**config.mk**
```make
export PLATFORM = sky130hd
export DESIGN_NAME = wakeup_scan_ctrl
export DESIGN_NICKNAME = d
export VERILOG_FILES = /design/src/rtl/wakeup_scan_ctrl.sv
export SDC_FILE = /design/constraint.sdc
export NUM_CORES = 1
export LEC_CHECK = 0
export ABC_AREA = 1
export BUFFER_PORTS_ARGS = -buffer_cell sky130_fd_sc_hd__buf_2
export CORE_AREA = 2 2 82 84
export DETAILED_ROUTE_END_ITERATION = 6
export DIE_AREA = 0 0 84 86
export HOLD_SLACK_MARGIN = 0.1
export PLACE_DENSITY = 0.79
export SLEW_MARGIN = 10
export SYNTH_ARGS = -nofsm -noshare
export SYNTH_HDL_FRONTEND = slang
export SYNTH_SLANG_ARGS = --single-unit
```
**constraint.sdc**
```tcl
create_clock -name clk -period 4.03 [get_ports clk]
set_input_delay 0.806 -clock clk [delete_from_list [all_inputs] [get_ports clk]]
set_output_delay 0.806 -clock clk [all_outputs]
set_load 0.05 [all_outputs]
```
**src/rtl/wakeup_scan_ctrl.sv**
```systemverilog
module wakeup_scan_ctrl #(
  parameter int PER_W = 15,
  parameter int WIN_W = 10,
  parameter int MUL_W = 5
) (
  input  logic             clk,
  input  logic             rst_n,
  input  logic             tick_10ms,
  input  logic             tick_1ms,
  input  logic [PER_W-1:0] period_cfg,
  input  logic [WIN_W-1:0] win1_cfg,
  input  logic [MUL_W-1:0] ext_mult_cfg,
  input  logic             hdr_seen,
  input  logic             addr_ok,
  input  logic             irq_ack,
  output logic             rx_en,
  output logic             wake_irq,
  output logic [1:0]       scan_state
);

  typedef enum logic [1:0] {
    ST_SLEEP = 2'd0,
    ST_LIST1 = 2'd1,
    ST_LIST2 = 2'd2,
    ST_WAKE  = 2'd3
  } scan_st_t;

  scan_st_t state_q, state_d;

  logic [PER_W-1:0] per_cnt;
  logic [WIN_W-1:0] win_cnt, win_lat;
  logic [MUL_W-1:0] mul_cnt, mult_lat;

  wire [PER_W-1:0] per_eff = (period_cfg == '0) ? PER_W'(1) : period_cfg;
  wire [WIN_W-1:0] win_eff = (win1_cfg == '0) ? WIN_W'(1) : win1_cfg;

  wire per_hit  = tick_10ms && (({1'b0, per_cnt} + 1'b1) >= {1'b0, per_eff});
  wire win_hit  = tick_1ms && (({1'b0, win_cnt} + 1'b1) >= {1'b0, win_lat});
  wire last_mul = ({1'b0, mul_cnt} + 1'b1) >= {1'b0, mult_lat};
  wire listening = (state_q == ST_LIST1) || (state_q == ST_LIST2);
  wire scan_go  = (state_q == ST_SLEEP) && per_hit;

  always_comb begin
    state_d = state_q;
    case (state_q)
      ST_SLEEP: if (per_hit) state_d = ST_LIST1;
      ST_LIST1: begin
        if (hdr_seen) begin
          if (addr_ok)               state_d = ST_WAKE;
          else if (mult_lat == '0)   state_d = ST_SLEEP;
          else                       state_d = ST_LIST2;
        end else if (win_hit) begin
          state_d = ST_SLEEP;
        end
      end
      ST_LIST2: begin
        if (addr_ok)                 state_d = ST_WAKE;
        else if (win_hit && last_mul) state_d = ST_SLEEP;
      end
      default: if (irq_ack) state_d = ST_SLEEP;
    endcase
  end

  always_ff @(posedge clk or negedge rst_n) begin
    if (!rst_n) state_q <= ST_SLEEP;
    else        state_q <= state_d;
  end

  always_ff @(posedge clk or negedge rst_n) begin
    if (!rst_n) begin
      per_cnt <= '0;
    end else if (state_q == ST_WAKE) begin
      per_cnt <= '0;
    end else if (tick_10ms) begin
      per_cnt <= per_hit ? '0 : per_cnt + 1'b1;
    end
  end

  always_ff @(posedge clk or negedge rst_n) begin
    if (!rst_n) begin
      win_lat  <= WIN_W'(1);
      mult_lat <= '0;
    end else if (scan_go) begin
      win_lat  <= win_eff;
      mult_lat <= ext_mult_cfg;
    end
  end

  always_ff @(posedge clk or negedge rst_n) begin
    if (!rst_n) begin
      win_cnt <= '0;
      mul_cnt <= '0;
    end else if (state_d != state_q) begin
      win_cnt <= '0;
      mul_cnt <= '0;
    end else if (listening && tick_1ms) begin
      if (win_hit) begin
        win_cnt <= '0;
        mul_cnt <= mul_cnt + 1'b1;
      end else begin
        win_cnt <= win_cnt + 1'b1;
      end
    end
  end

  assign rx_en      = listening;
  assign wake_irq   = (state_q == ST_WAKE);
  assign scan_state = state_q;


  scan_start_chk: assert property (@(posedge clk) disable iff (!rst_n)
    (state_q == ST_LIST1 && $past(state_q) == ST_SLEEP) |-> $past(tick_10ms));


  win_cnt_bound_chk: assert property (@(posedge clk) disable iff (!rst_n)
    listening |-> (win_cnt < win_lat));


  listen2_entry_chk: assert property (@(posedge clk) disable iff (!rst_n)
    (state_q == ST_LIST2 && $past(state_q) != ST_LIST2) |-> ($past(hdr_seen) && $past(state_q) == ST_LIST1));


  mul_cnt_bound_chk: assert property (@(posedge clk) disable iff (!rst_n)
    (state_q == ST_LIST2) |-> (mul_cnt < mult_lat));


  wake_entry_chk: assert property (@(posedge clk) disable iff (!rst_n)
    $rose(wake_irq) |-> $past(addr_ok));


  irq_hold_chk: assert property (@(posedge clk) disable iff (!rst_n)
    (wake_irq && !irq_ack) |=> wake_irq);


  irq_release_chk: assert property (@(posedge clk) disable iff (!rst_n)
    (wake_irq && irq_ack) |=> (!wake_irq && scan_state == 2'd0));

endmodule

```
### After elaboration in Yosys (flattened, before gate mapping)

Index checks and enable logic that the tools add are counted.

* bits of input ports: 37
* word-level logic and storage cells: 53
* bits in registers: 47
* output and inout port bits: 4

* reductions and logical operators: 14
* multiplexer cells: 20
* add/sub/neg operators: 6
* order comparisons: 3
* eq/ne operators: 4

Operators with widths (number)
* two-way mux 15 bit: 4
* two-way mux 10 bit: 4
* adder 15 x 1 -> 16 bit (second input constant): 1
* greater-or-equal comparator 16 x 15 -> 1 bit: 1
* two-way mux 2 bit: 8
* adder 15 x 1 -> 15 bit (second input constant): 1
* zero test 15 bit: 1
* two-way mux 5 bit: 3
* adder 10 x 1 -> 11 bit (second input constant): 1
* greater-or-equal comparator 11 x 10 -> 1 bit: 1
* adder 10 x 1 -> 10 bit (second input constant): 1
* zero test 10 bit: 1
* adder 5 x 1 -> 6 bit (second input constant): 1
* greater-or-equal comparator 6 x 5 -> 1 bit: 1
* case mux 2 bit (3 select lines): 1
* nonzero test 2 bit: 3
* adder 5 x 1 -> 5 bit (second input constant): 1
* logical AND 1 bit: 5
* zero test 5 bit: 1
* == test 2 bit (second input constant): 2
* == test 2 x 1 -> 1 bit (second input constant): 1
* zero test 2 bit: 1
* inequality test 2 bit: 1
* AND reduction 2 bit: 1
* logical OR 1 bit: 1

### Longest topological paths before layout

Gate-level depths: netlist (run 1).

* depth after elaboration: 10
* depth in mapped cells: 27
* mapped depth without buffers: 27

### Worst setup path after synthesis (run 1)

Ideal clock, no wire load.

* path kind: reg-to-reg
* start point: register per_cnt[0]
* end point: register win_cnt[2]
* data required time: 3.965 ns
* data arrival time: 3.195 ns
* cell stages (with the launch flop): 27
* clock period less this slack: 3.260 ns
* setup time: 0.065 ns
* buffers on the path: 2
* path slack: 0.770 ns
* cells stage by stage: dfrtp_1 ha_1 nand2_1 nor3_1 nand3_1 nor2_1 inv_1 nor2_1 nand3_1 xor2_1 ha_1 inv_1 o21bai_1 a21oi_1 nand2_1 nand3b_1 nand2_2 buf_6 nand2_8 nand3_2 nand2_2 nand3_1 nand2_2 nor2_4 buf_6 nand4_1 nand2_1

* word-level cells in the longest chain between the ends: 7
* elaborated cells on any way between the ends: 8
* those cells by class: 1 x add/sub; 1 x order compare; 1 x eq/ne; 3 x mux; 2 x reduce/logical

RTL lines
* start: declaration: line 30 `logic [PER_W-1:0] per_cnt;`
* start signal: assignment: line 75 `per_cnt <= per_hit ? '0 : per_cnt + 1'b1;`
* adder 15 x 1 -> 16 bit *: line 37 `wire per_hit = tick_10ms && (({1'b0, per_cnt} + 1'b1) >= {1'b0, per_eff});`
* greater-or-equal comparator 16 x 15 -> 1 bit *: line 37
* logical AND 1 bit *: line 37
* two-way mux 2 bit *: line 46 `ST_SLEEP: if (per_hit) state_d = ST_LIST1;`
* case mux 2 bit (3 select lines) *: line 45 `case (state_q)`
* inequality test 2 bit *: line 93 `end else if (state_d != state_q) begin`
* two-way mux 10 bit / nonzero test 2 bit (equally long branches)
* end signal: assignment: line 101 `win_cnt <= win_cnt + 1'b1;`
* end: declaration: line 31 `logic [WIN_W-1:0] win_cnt, win_lat;`

Mark *: on every way between the ends. The rest lies on a longest branch, timed or not.
A chain may end at the register's enable or synchronous reset.

### Worst setup path in the final report (run 1)

* start point: register per_cnt[0]
* end point: register mul_cnt[1]

* word-level cells in the longest chain between the ends: 8
* elaborated cells on any way between the ends: 10
* those cells by class: 1 x add/sub; 1 x order compare; 1 x eq/ne; 3 x mux; 4 x reduce/logical

RTL lines
* adder 15 x 1 -> 16 bit *: line 37
* greater-or-equal comparator 16 x 15 -> 1 bit *: line 37
* logical AND 1 bit *: line 37
* two-way mux 2 bit *: line 46
* case mux 2 bit (3 select lines) *: line 45
* inequality test 2 bit *: line 93
* nonzero test 2 bit (no source line)
* AND reduction 2 bit (no source line)
* end signal: assignment: line 99 `mul_cnt <= mul_cnt + 1'b1;`
* end: declaration: line 32 `logic [MUL_W-1:0] mul_cnt, mult_lat;`

Marks and branches as above.

==> qor.txt, run 1 <==
status = complete, no violations
Synth area leader = dfrtp_1
Final Critical Period = 3.71 ns
TritonCTS buffer count = 5
Root Driver = clkbuf_8
Async SR Flop Fraction = 100%
prevailing post-synth register cell = dfrtp_1
ranking of synthesized cells by area = dfrtp_1 (31%), ha_1 (13%), nand2_1 (12%), inv_1 (8.8%), xor2_1 (4.8%)
Layout area overhead = 12.1%
area of the multi-input gates = 2120 um^2
hold slack = 0.490 ns
Std-Cell Rows = 29
largest delay contributor family on the critical path = simple AND/OR/NAND/NOR gates
Setup crit start kind = flip-flop
FF+latch area = 1180 um^2
worst path arrival time = 3.90 ns
Max clock buf depth = 2
reg2reg start = per_cnt[0]
Critical Path Start = per_cnt[0]
ant diodes = 0
FMAX = 0.270 GHz
Hold Path Class = reg2reg
worst path required time = 4.22 ns
count of different cell masters after synthesis = 35
warnings from Yosys = 0
Clock Latency Late Sink = 0.31 ns
initial antenna violation count = 0
Final ANT Viol Nets = 0
Routed Wire Length = 7690 um
setup TNS = 0 ns
Fin. Hold Viols = 0
Synth Register Bits = 47
fin nets = 601
syn nets = 556
share of the synthesized area in the top cell type = 31.4%
worst r2r dst = mul_cnt[1]
setup slack, reg-to-reg = 0.32 ns
die area = 7220 um^2
clock sink count = 47
Post-synth EDFFs = 0
core area = 6280 um^2
area post-placement = 3920 um^2
WS Path Type = reg2reg
PortBufs = 40
Setup Viol. Count Final = 0
Clock transition at path regs = 0.10 ns
hold depth = 2
Die Span Y = 86 um
Synth Instances = 482
grt ovf = 0
CP max FO = 7
1st-iter DRT viols = 138
Initial Util = 58.4%
vias = 3295
die span in x = 84 um
CP max stage delay = 0.40 ns
share of cells above drive strength 1 = 16.3%
Pre-antenna DRT Iters = 5
max cap viols = 0
Synth Area per Inst = 7.61 um^2
min-delay src = win_lat[9]
dpl ws = 0.259 ns
post-DR wirelength/cell = 12.7 um
Bufs and invs on worst path = 2
PnR worst setup slack = 0.320 ns
Slew HR = 31.0%
Critical-path top delay cell = dfrtp_1
largest net degree at the start of global routing = 48
vias in the first global route = 3027
CP dominant cell by count = nand2_1
cell area after layout = 4110 um^2
# IOs = 41
worst vdd ir = 381 uV
P per Cell Area = 573 nW/um^2
Critical Path End Type = flip-flop
Leak = 2.34 nW
reg2reg path depth = 26
DRC = 0
final slew viol count = 0
sequential fraction of the synthesis area = 32.1%
first-pass GRT wire length = 13200 um
synthesized area = 3670 um^2
total track usage = 22.2%
Endpoint, Worst Hold = win_lat[9]
Layout Skew = 0.0133 ns
H-tree levels = 2
fin crit share = 92.1%
gpl congestion = 0.910
Vias per Instance = 5.45
hold_buf cts = 0
half-perimeter wire length after placement = 5760 um
TritonCTS clock tree = yes
FILL cells = 557
Worst-Margin Slew = 1.04 ns
-- registers in the layout, summed over array words and instances, names as in the netlist --
name	count
mul_cnt	5
mult_lat	5
per_cnt	15
scan_state	2
win_lat	10
win_cnt	10
-- logic make-up after synthesis --
group	count (synthesis)	share of synthesized area [%]
AO/OA/AOI/OAI	64	10.7
XOR/XNOR	21	5.02
adder cells (fa/ha/maj)	37	12.6
buffers and inverters	95	10.2
flip-flops	47	32.1
AND/OR/NAND/NOR	218	29.3
-- repair_timing --
item                       CTS  global route
setup endpoints to repair    0            15
buffers inserted             0             5
gates resized for setup      0             2
-- cell usage in the layout (no fill, tap or decap), types with 5 or more instances in the layout --
cell type  instances
a21oi_1           16
a32o_1             5
buf_2             40
clkbuf_8           5
dfrtp_1           46
ha_1              37
inv_1             86
nand2_1          113
nand2_2            8
nand3_1           19
nand3_2            6
nand3b_1           5
nand4_1           12
nor2_1            29
nor2_2             5
nor4_1             6
o211ai_1           6
o21ai_0           23
o22ai_1            6
xor2_1            20
-- cell usage after synthesis (5+ instances only) --
library cell,instances
nand3b_1,5
inv_1,86
a32o_1,5
nand3_1,19
ha_1,37
o22ai_1,6
xor2_1,20
nor4_1,6
o21ai_0,23
nand3_2,6
nor2_2,5
nor2_1,29
nor3_1,5
nand2_2,9
nand2_1,113
o211ai_1,6
nand4_1,12
a21oi_1,16
dfrtp_1,46
-- worst min-delay path, stage by stage, from the launching register on --
cell	delay, ns
dfrtp_1	0.35
nand2_1	0.05
o21ai_0	0.06
-- stage by stage --
stage | utilization [%] | total power, W | instances
2_1_floorplan | - | 0.00167 | 482
3_3_place_gp | 62.5 | 0.00187 | 592
3_5_place_dp | 62.5 | 0.00191 | 592
4_1_cts | 64.3 | 0.00229 | 600
5_1_grt | 65.5 | 0.00255 | 605
6_report | 65.5 | 0.00235 | 605
-- power by group --
group          internal (W)  switching, W
Combinational      0.000454      0.000845
Clock              0.000187      0.000174
Sequential         0.000597     0.0000971
Total               0.00124       0.00112
-- cell type report --
cell class                 instances  area share (%)
clock buffer                       5            1.67
inverter                          87            7.95
multi-input combinational        340            51.7
clock inverter                     3            1.13
timing repair buffer              46            6.58
tap                               77            2.34
sequential                        47            28.6
-- worst max-delay path by stage --
stage	slack, ns	cells after the start	endpoint
5_1_grt	-0.07	25	mul_cnt[3]
4_1_cts	0.22	26	win_cnt[2]
3_3_place_gp	0.40	25	mul_cnt[3]
2_1_floorplan	0.77	26	win_cnt[2]
3_5_place_dp	0.26	25	mul_cnt[1]
6_report	0.32	26	mul_cnt[1]
-- routing by layer --
layer	vias to the layer above	global-route usage, %	routed length [um]
li1	1656	-	-
met1	1518	27.9	3390
met2	106	40.1	3800
met3	15	3.85	374
met4	0	5.13	132
met5	-	0	0
No activity file was read; power rests on OpenSTA's default activity.
==> run 2: changes to the inputs <==
--- a/config.mk
+++ b/config.mk
@@ -6,12 +6,13 @@
 export NUM_CORES = 1
 export LEC_CHECK = 0
 export ABC_AREA = 1
-export BUFFER_PORTS_ARGS = -buffer_cell sky130_fd_sc_hd__buf_2
 export CORE_AREA = 2 2 82 84
+export CTS_CLUSTER_DIAMETER = 60
 export DETAILED_ROUTE_END_ITERATION = 6
 export DIE_AREA = 0 0 84 86
+export DONT_BUFFER_PORTS = 1
 export HOLD_SLACK_MARGIN = 0.1
-export PLACE_DENSITY = 0.79
+export PLACE_DENSITY = 0.74
 export SLEW_MARGIN = 10
 export SYNTH_ARGS = -nofsm -noshare
 export SYNTH_HDL_FRONTEND = slang
==> constraint.sdc (replaced) <==
create_clock -name clk -period 4.03 [get_ports clk]
set_input_delay 1.0075 -clock clk [delete_from_list [all_inputs] [get_ports clk]]
set_output_delay 1.0075 -clock clk [all_outputs]
set_load 0.05 [all_outputs]
==> run 2 against run 1 <==
Against the previous run: core utilization fell by 3.7 points; largest cell class unchanged; register-to-register slack improved by 0.096 ns; combinational power fell by 8%; sequential power rose by 5.0%; maximum frequency rose by 2.7%; sequential share of layout area rose by 1.7 points; via count fell by 8.5%; flip-flop and latch count did not move; final area fell by 5.6%; final cell count fell by 6.8%.
==> qor.txt, run 2 (synthesized netlist as in run 1, its figures left out) <==
Routed Wire Length = 6970 um (-9.4%)
Setup Viol. Count Final = 0 (unchanged)
die span in x = 84 um (unchanged)
hold slack = 0.395 ns (-0.0946 ns)
Clock transition at path regs = 0.08 ns (-0.02 ns)
final non-filler cell total = 564 (-6.8%)
Vias per Instance = 5.34 (-1.9%)
post-DR wirelength/cell = 12.4 um (-2.8%)
Final ANT Viol Nets = 0 (unchanged)
first-pass GRT wire length = 12400 um (-6.0%)
gpl congestion = 0.914 (+0.43%)
worst vdd ir = 326 uV (-15%)
clock sink count = 47 (unchanged)
grt ovf = 0 (unchanged)
commonest non-fill, non-tap cell in the layout = nand2_1
core area = 6280 um^2 (unchanged)
Pwr Total = 0.00222 W (-5.9%)
1st-iter DRT viols = 137 (-0.72%)
Hold Path Class = in2async
Max clock buf depth = 2 (unchanged)
H-tree levels = 2 (unchanged)
die area = 7220 um^2 (unchanged)
ant diodes = 0 (unchanged)
FMAX = 0.277 GHz (+2.7%)
setup slack, reg-to-reg = 0.42 ns (+0.10 ns)
WS Path Type = reg2reg
# IOs = 41 (unchanged)
Critical-path top delay cell = dfrtp_1
Leak = 2.17 nW (-7.3%)
DRC = 0 (unchanged)
largest net degree at the start of global routing = 48 (unchanged)
vias in the first global route = 2887 (-4.6%)
max reg flops = 15 (unchanged)
TritonCTS clock tree = yes
Critical Path End Type = flip-flop
Root Driver = clkbuf_8
Layout Skew = 0.00350 ns (-0.00981 ns)
max cap viols = 0 (unchanged)
reg2reg path depth = 25 (-3.8%)
placed insts = 553 (-6.6%)
worst path arrival time = 3.80 ns (-0.10 ns)
Bufs and invs on worst path = 2 (unchanged)
TritonCTS buffer count = 5 (unchanged)
final slew viol count = 0 (unchanged)
Worst-Margin Slew = 0.707 ns (-0.328 ns)
Pre-antenna DRT Iters = 4 (-1)
initial antenna violation count = 0 (unchanged)
Std-Cell Rows = 29 (unchanged)
fin crit share = 89.7% (-2.4 points)
fin nets = 561 (-6.7%)
vias = 3014 (-8.5%)
share of cells above drive strength 1 = 9.65% (-6.6 points)
Slew HR = 52.9% (+22 points)
P per Cell Area = 571 nW/um^2 (-0.30%)
largest registers = per_cnt x15, win_cnt x10, win_lat x10
Biggest register = per_cnt
Die Span Y = 86 um (unchanged)
CP max stage delay = 0.39 ns (about the same)
PortBufs = 0 (-100%)
half-perimeter wire length after placement = 5530 um (-3.9%)
largest delay contributor family on the critical path = simple AND/OR/NAND/NOR gates
Initial Util = 58.4% (unchanged)
Final Critical Period = 3.61 ns (-0.0959 ns)
Fin. Hold Viols = 0 (unchanged)
status = complete, no violations
CP dominant cell by count = nand2_1
Setup crit start kind = flip-flop
Stages on worst setup path = 25 (-3.8%)
CP max FO = 7 (unchanged)
commonest non-fill, non-tap cells in the layout = nand2_1 (113), inv_1 (86), dfrtp_1 (46)
total track usage = 20.7% (-1.5 points)
Layout area overhead = 5.80%
worst path required time = 4.22 ns (about the same)
Clock Latency Late Sink = 0.30 ns (about the same)
==> run 2: worst paths after layout <==
path                               to       start
max                        mul_cnt[4]  per_cnt[1]
min                        per_cnt[8]       rst_n
max reg2reg                mul_cnt[4]  per_cnt[1]
min reg2reg                win_lat[7]  win_lat[7]
max in group asynchronous  win_lat[0]       rst_n
min in group clk           win_lat[7]  win_lat[7]
==> run 2: what timing repair did <==
action,in CTS,in global routing
resized for setup,0,4
buffers inserted,0,4
endpoints found under the setup margin,0,15
hold buffers,0,0
==> run 2: report_power, final <==
group | switching [W] | internal [W] | total (W)
combinational | 0.000767 | 0.000435 | 0.00120
sequential | 0.000133 | 0.000597 | 0.000729
clock | 0.000150 | 0.000135 | 0.000284
==> run 2: area by class of cell <==
| cell class | instances | area, um^2 |
|---|---|---|
| repair buffers | 6 | 57.6 |
| clock buffers | 6 | 82.6 |
| well taps | 77 | 96.3 |
| clock inverters | 1 | 5.00 |
| fillers | 578 | 2400 |
| inverters | 87 | 327 |
| flip-flops and latches | 47 | 1180 |
| multi-input cells | 340 | 2130 |
==> run 2: stage by stage <==
step           util [%]  TNS (ns)  setup WS (ns)  area (um^2)
2_1_floorplan         -         0          0.770         3670
3_3_place_gp       59.4         0          0.379         3730
3_5_place_dp       59.4         0          0.219         3730
4_1_cts            60.8         0          0.205         3820
5_1_grt            61.8    -0.105        -0.0347         3880
6_report           61.8         0          0.416         3880
==> run 2: per-layer routing <==
| layer | routed length, um | up-vias | track usage, % |
|---|---|---|---|
| met2 | 3480 | 52 | 37.2 |
| li1 | - | 1580 | - |
| met4 | 79 | 0 | 5.72 |
| met1 | 3220 | 1375 | 26.4 |
| met5 | 0 | - | 0 |
| met3 | 192 | 7 | 2.69 |
==> run 3: changes to the inputs <==
--- a/config.mk
+++ b/config.mk
@@ -12,6 +12,7 @@
 export DIE_AREA = 0 0 84 86
 export DONT_BUFFER_PORTS = 1
 export HOLD_SLACK_MARGIN = 0.1
+export MAX_ROUTING_LAYER = met4
 export PLACE_DENSITY = 0.74
 export SLEW_MARGIN = 10
 export SYNTH_ARGS = -nofsm -noshare
==> constraint.sdc (replaced) <==
create_clock -name clk -period 4.5 [get_ports clk]
set_input_delay 1.125 -clock clk [delete_from_list [all_inputs] [get_ports clk]]
set_output_delay 1.125 -clock clk [all_outputs]
set_load 0.05 [all_outputs]
==> run 3 against run 2 <==
Against the previous run: register-to-register slack better by 0.24 ns; worst hold slack better by 0.095 ns; critical path depth stayed put; clock skew hardly changed; largest cell class unchanged; critical endpoint is now mul_cnt[0].
==> qor.txt, run 3 (synthesized netlist as in run 1, its figures left out) <==
Worst-Margin Slew = 0.727 ns (+0.0197 ns)
hold_buf cts = 0 (unchanged)
Final ANT Viol Nets = 0 (unchanged)
first-pass GRT wire length = 12300 um (-0.77%)
Critical Path Start = per_cnt[0]
TritonCTS buffer count = 5 (unchanged)
Layout Skew = 0.00354 ns (+0.0000422 ns)
total track usage = 21.4% (+0.65 points)
CP max stage delay = 0.40 ns (about the same)
half-perimeter wire length after placement = 5500 um (-0.59%)
Bufs and invs on worst path = 2 (unchanged)
die area = 7220 um^2 (unchanged)
gpl congestion = 0.902 (-1.3%)
worst path arrival time = 4.02 ns (+0.22 ns)
Logic pwr share = 52.0% (-2.3 points)
Seq pwr share = 33.9% (+1.0 points)
Hold Path Class = reg2reg
Fin. Hold Viols = 0 (unchanged)
Highest Signal Layer = met4
unrepaired setup endpoints after global routing = no
clock sink count = 47 (unchanged)
Biggest register = per_cnt
P per Cell Area = 506 nW/um^2 (-11%)
Die Span Y = 86 um (unchanged)
final non-filler cell total = 560 (-0.71%)
commonest non-fill, non-tap cells in the layout = nand2_1 (113), inv_1 (86), dfrtp_1 (46)
Layout area overhead = 4.23%
WS Path Type = reg2reg
Critical-path top delay cell = dfrtp_1
reg2reg start = per_cnt[0]
Pre-antenna DRT Iters = 4 (unchanged)
Clock Latency Late Sink = 0.29 ns (about the same)
vias in the first global route = 2860 (-0.94%)
largest net degree at the start of global routing = 48 (unchanged)
post_cts resized = 0 (unchanged)
PnR worst setup slack = 0.658 ns (+0.243 ns)
Routed Wire Length = 6970 um (about the same)
commonest non-fill, non-tap cell in the layout = nand2_1
Critical Path End Type = flip-flop
clock share of power = 14.1% (+1.3 points)
Setup Viol. Count Final = 0 (unchanged)
H-tree levels = 2 (unchanged)
Setup crit start kind = flip-flop
dpl ws = 0.685 ns (+0.466 ns)
Root Driver = clkbuf_8
Leak = 2.14 nW (-1.5%)
grt ovf = 0 (unchanged)
TritonCTS clock tree = yes
met3 wire length = 275 um (+43%)
1st-iter DRT viols = 115 (-16%)
DRC = 0 (unchanged)
CP dominant cell by count = nand2_1
Clock transition at path regs = 0.08 ns (about the same)
ant diodes = 0 (unchanged)
die span in x = 84 um (unchanged)
max cap viols = 0 (unchanged)
fin nets = 556 (-0.89%)
Initial Util = 58.4% (unchanged)
# IOs = 41 (unchanged)
P_int = 0.00101 W (-14%)
share of cells above drive strength 1 = 8.07% (-1.6 points)
initial antenna violation count = 0 (unchanged)
core area = 6280 um^2 (unchanged)
Sw Share = 47.9% (+0.57 points)
worst vdd ir = 255 uV (-22%)
Std-Cell Rows = 29 (unchanged)
worst path required time = 4.68 ns (+0.46 ns)
PortBufs = 0 (unchanged)
setup TNS = 0 ns (unchanged)
routed length on met2 = 3370 um (-3.0%)
max reg flops = 15 (unchanged)
vias = 3021 (+0.23%)
largest registers = per_cnt x15, win_cnt x10, win_lat x10
Max clock buf depth = 2 (unchanged)
status = complete, no violations
CP max FO = 12 (+5)
FMAX = 0.260 GHz (-5.9%)
placed insts = 552 (-0.18%)
largest delay contributor family on the critical path = simple AND/OR/NAND/NOR gates
Post-CTS Setup Bufs = 0 (unchanged)
Net Switching = 0.000928 W (-12%)
min-delay src = win_lat[2]
final slew viol count = 0 (unchanged)
Slew HR = 51.5% (-1.3 points)
post-DR wirelength/cell = 12.4 um (+0.67%)
Finished Core Util = 60.9% (-0.92 points)
fin crit share = 85.4% (-4.3 points)
M1 wire length = 3270 um (+1.6%)
Final Critical Period = 3.84 ns (+0.227 ns)
Vias per Instance = 5.39 (+0.95%)
## run 3: worst paths after layout
path / depth (start not counted) / end / slack (ns)
setup / recovery: 25 / mul_cnt[0] / 0.66
hold / removal: 2 / win_lat[2] / 0.49
setup reg to reg: 25 / mul_cnt[0] / 0.66
hold reg to reg: 2 / win_lat[2] / 0.49
max in group asynchronous: 0 / win_lat[0] / 3.80
min in group asynchronous: 0 / win_lat[6] / 0.52
## run 3: per-layer routing
metal  vias up  GRT usage (%)
li1       1569              -
met2        63           36.6
met3         4           3.37
met1      1385           27.1
met5         -              -
met4         0           4.40
## run 3: through the flow
stage	area [um^2]	hold slack [ns]	total power, W
2_1_floorplan	3670	0.453	0.00149
3_3_place_gp	3720	0.469	0.00164
3_5_place_dp	3720	0.473	0.00167
4_1_cts	3820	0.492	0.00195
5_1_grt	3820	0.493	0.00213
6_report	3820	0.490	0.00194
## run 3: power groups by stage
| stage | sequential, W | clock, W | combinational, W |
|---|---|---|---|
| after floorplan | 0.000639 | 0 | 0.000856 |
| after global placement | 0.000659 | 0 | 0.000984 |
| after detailed placement | 0.000662 | 0 | 0.00101 |
| after CTS | 0.000654 | 0.000282 | 0.00101 |
| after global routing | 0.000674 | 0.000303 | 0.00115 |
| final | 0.000655 | 0.000273 | 0.00101 |
## run 3: tightest hold or removal path, stage by stage, from the launching register on
cell and delay, ns:
dfrtp_1 0.35, nand2_1 0.05, o21ai_0 0.06
## run 3: area by class of cell
type / instances / area [um^2]
Fill cell: 605 / 2450
Clock buffer: 8 / 100
Multi-Input combinational cell: 340 / 2110
Timing Repair Buffer: 1 / 7.51
Tap cell: 77 / 96.3
Sequential cell: 47 / 1180
Inverter: 87 / 327
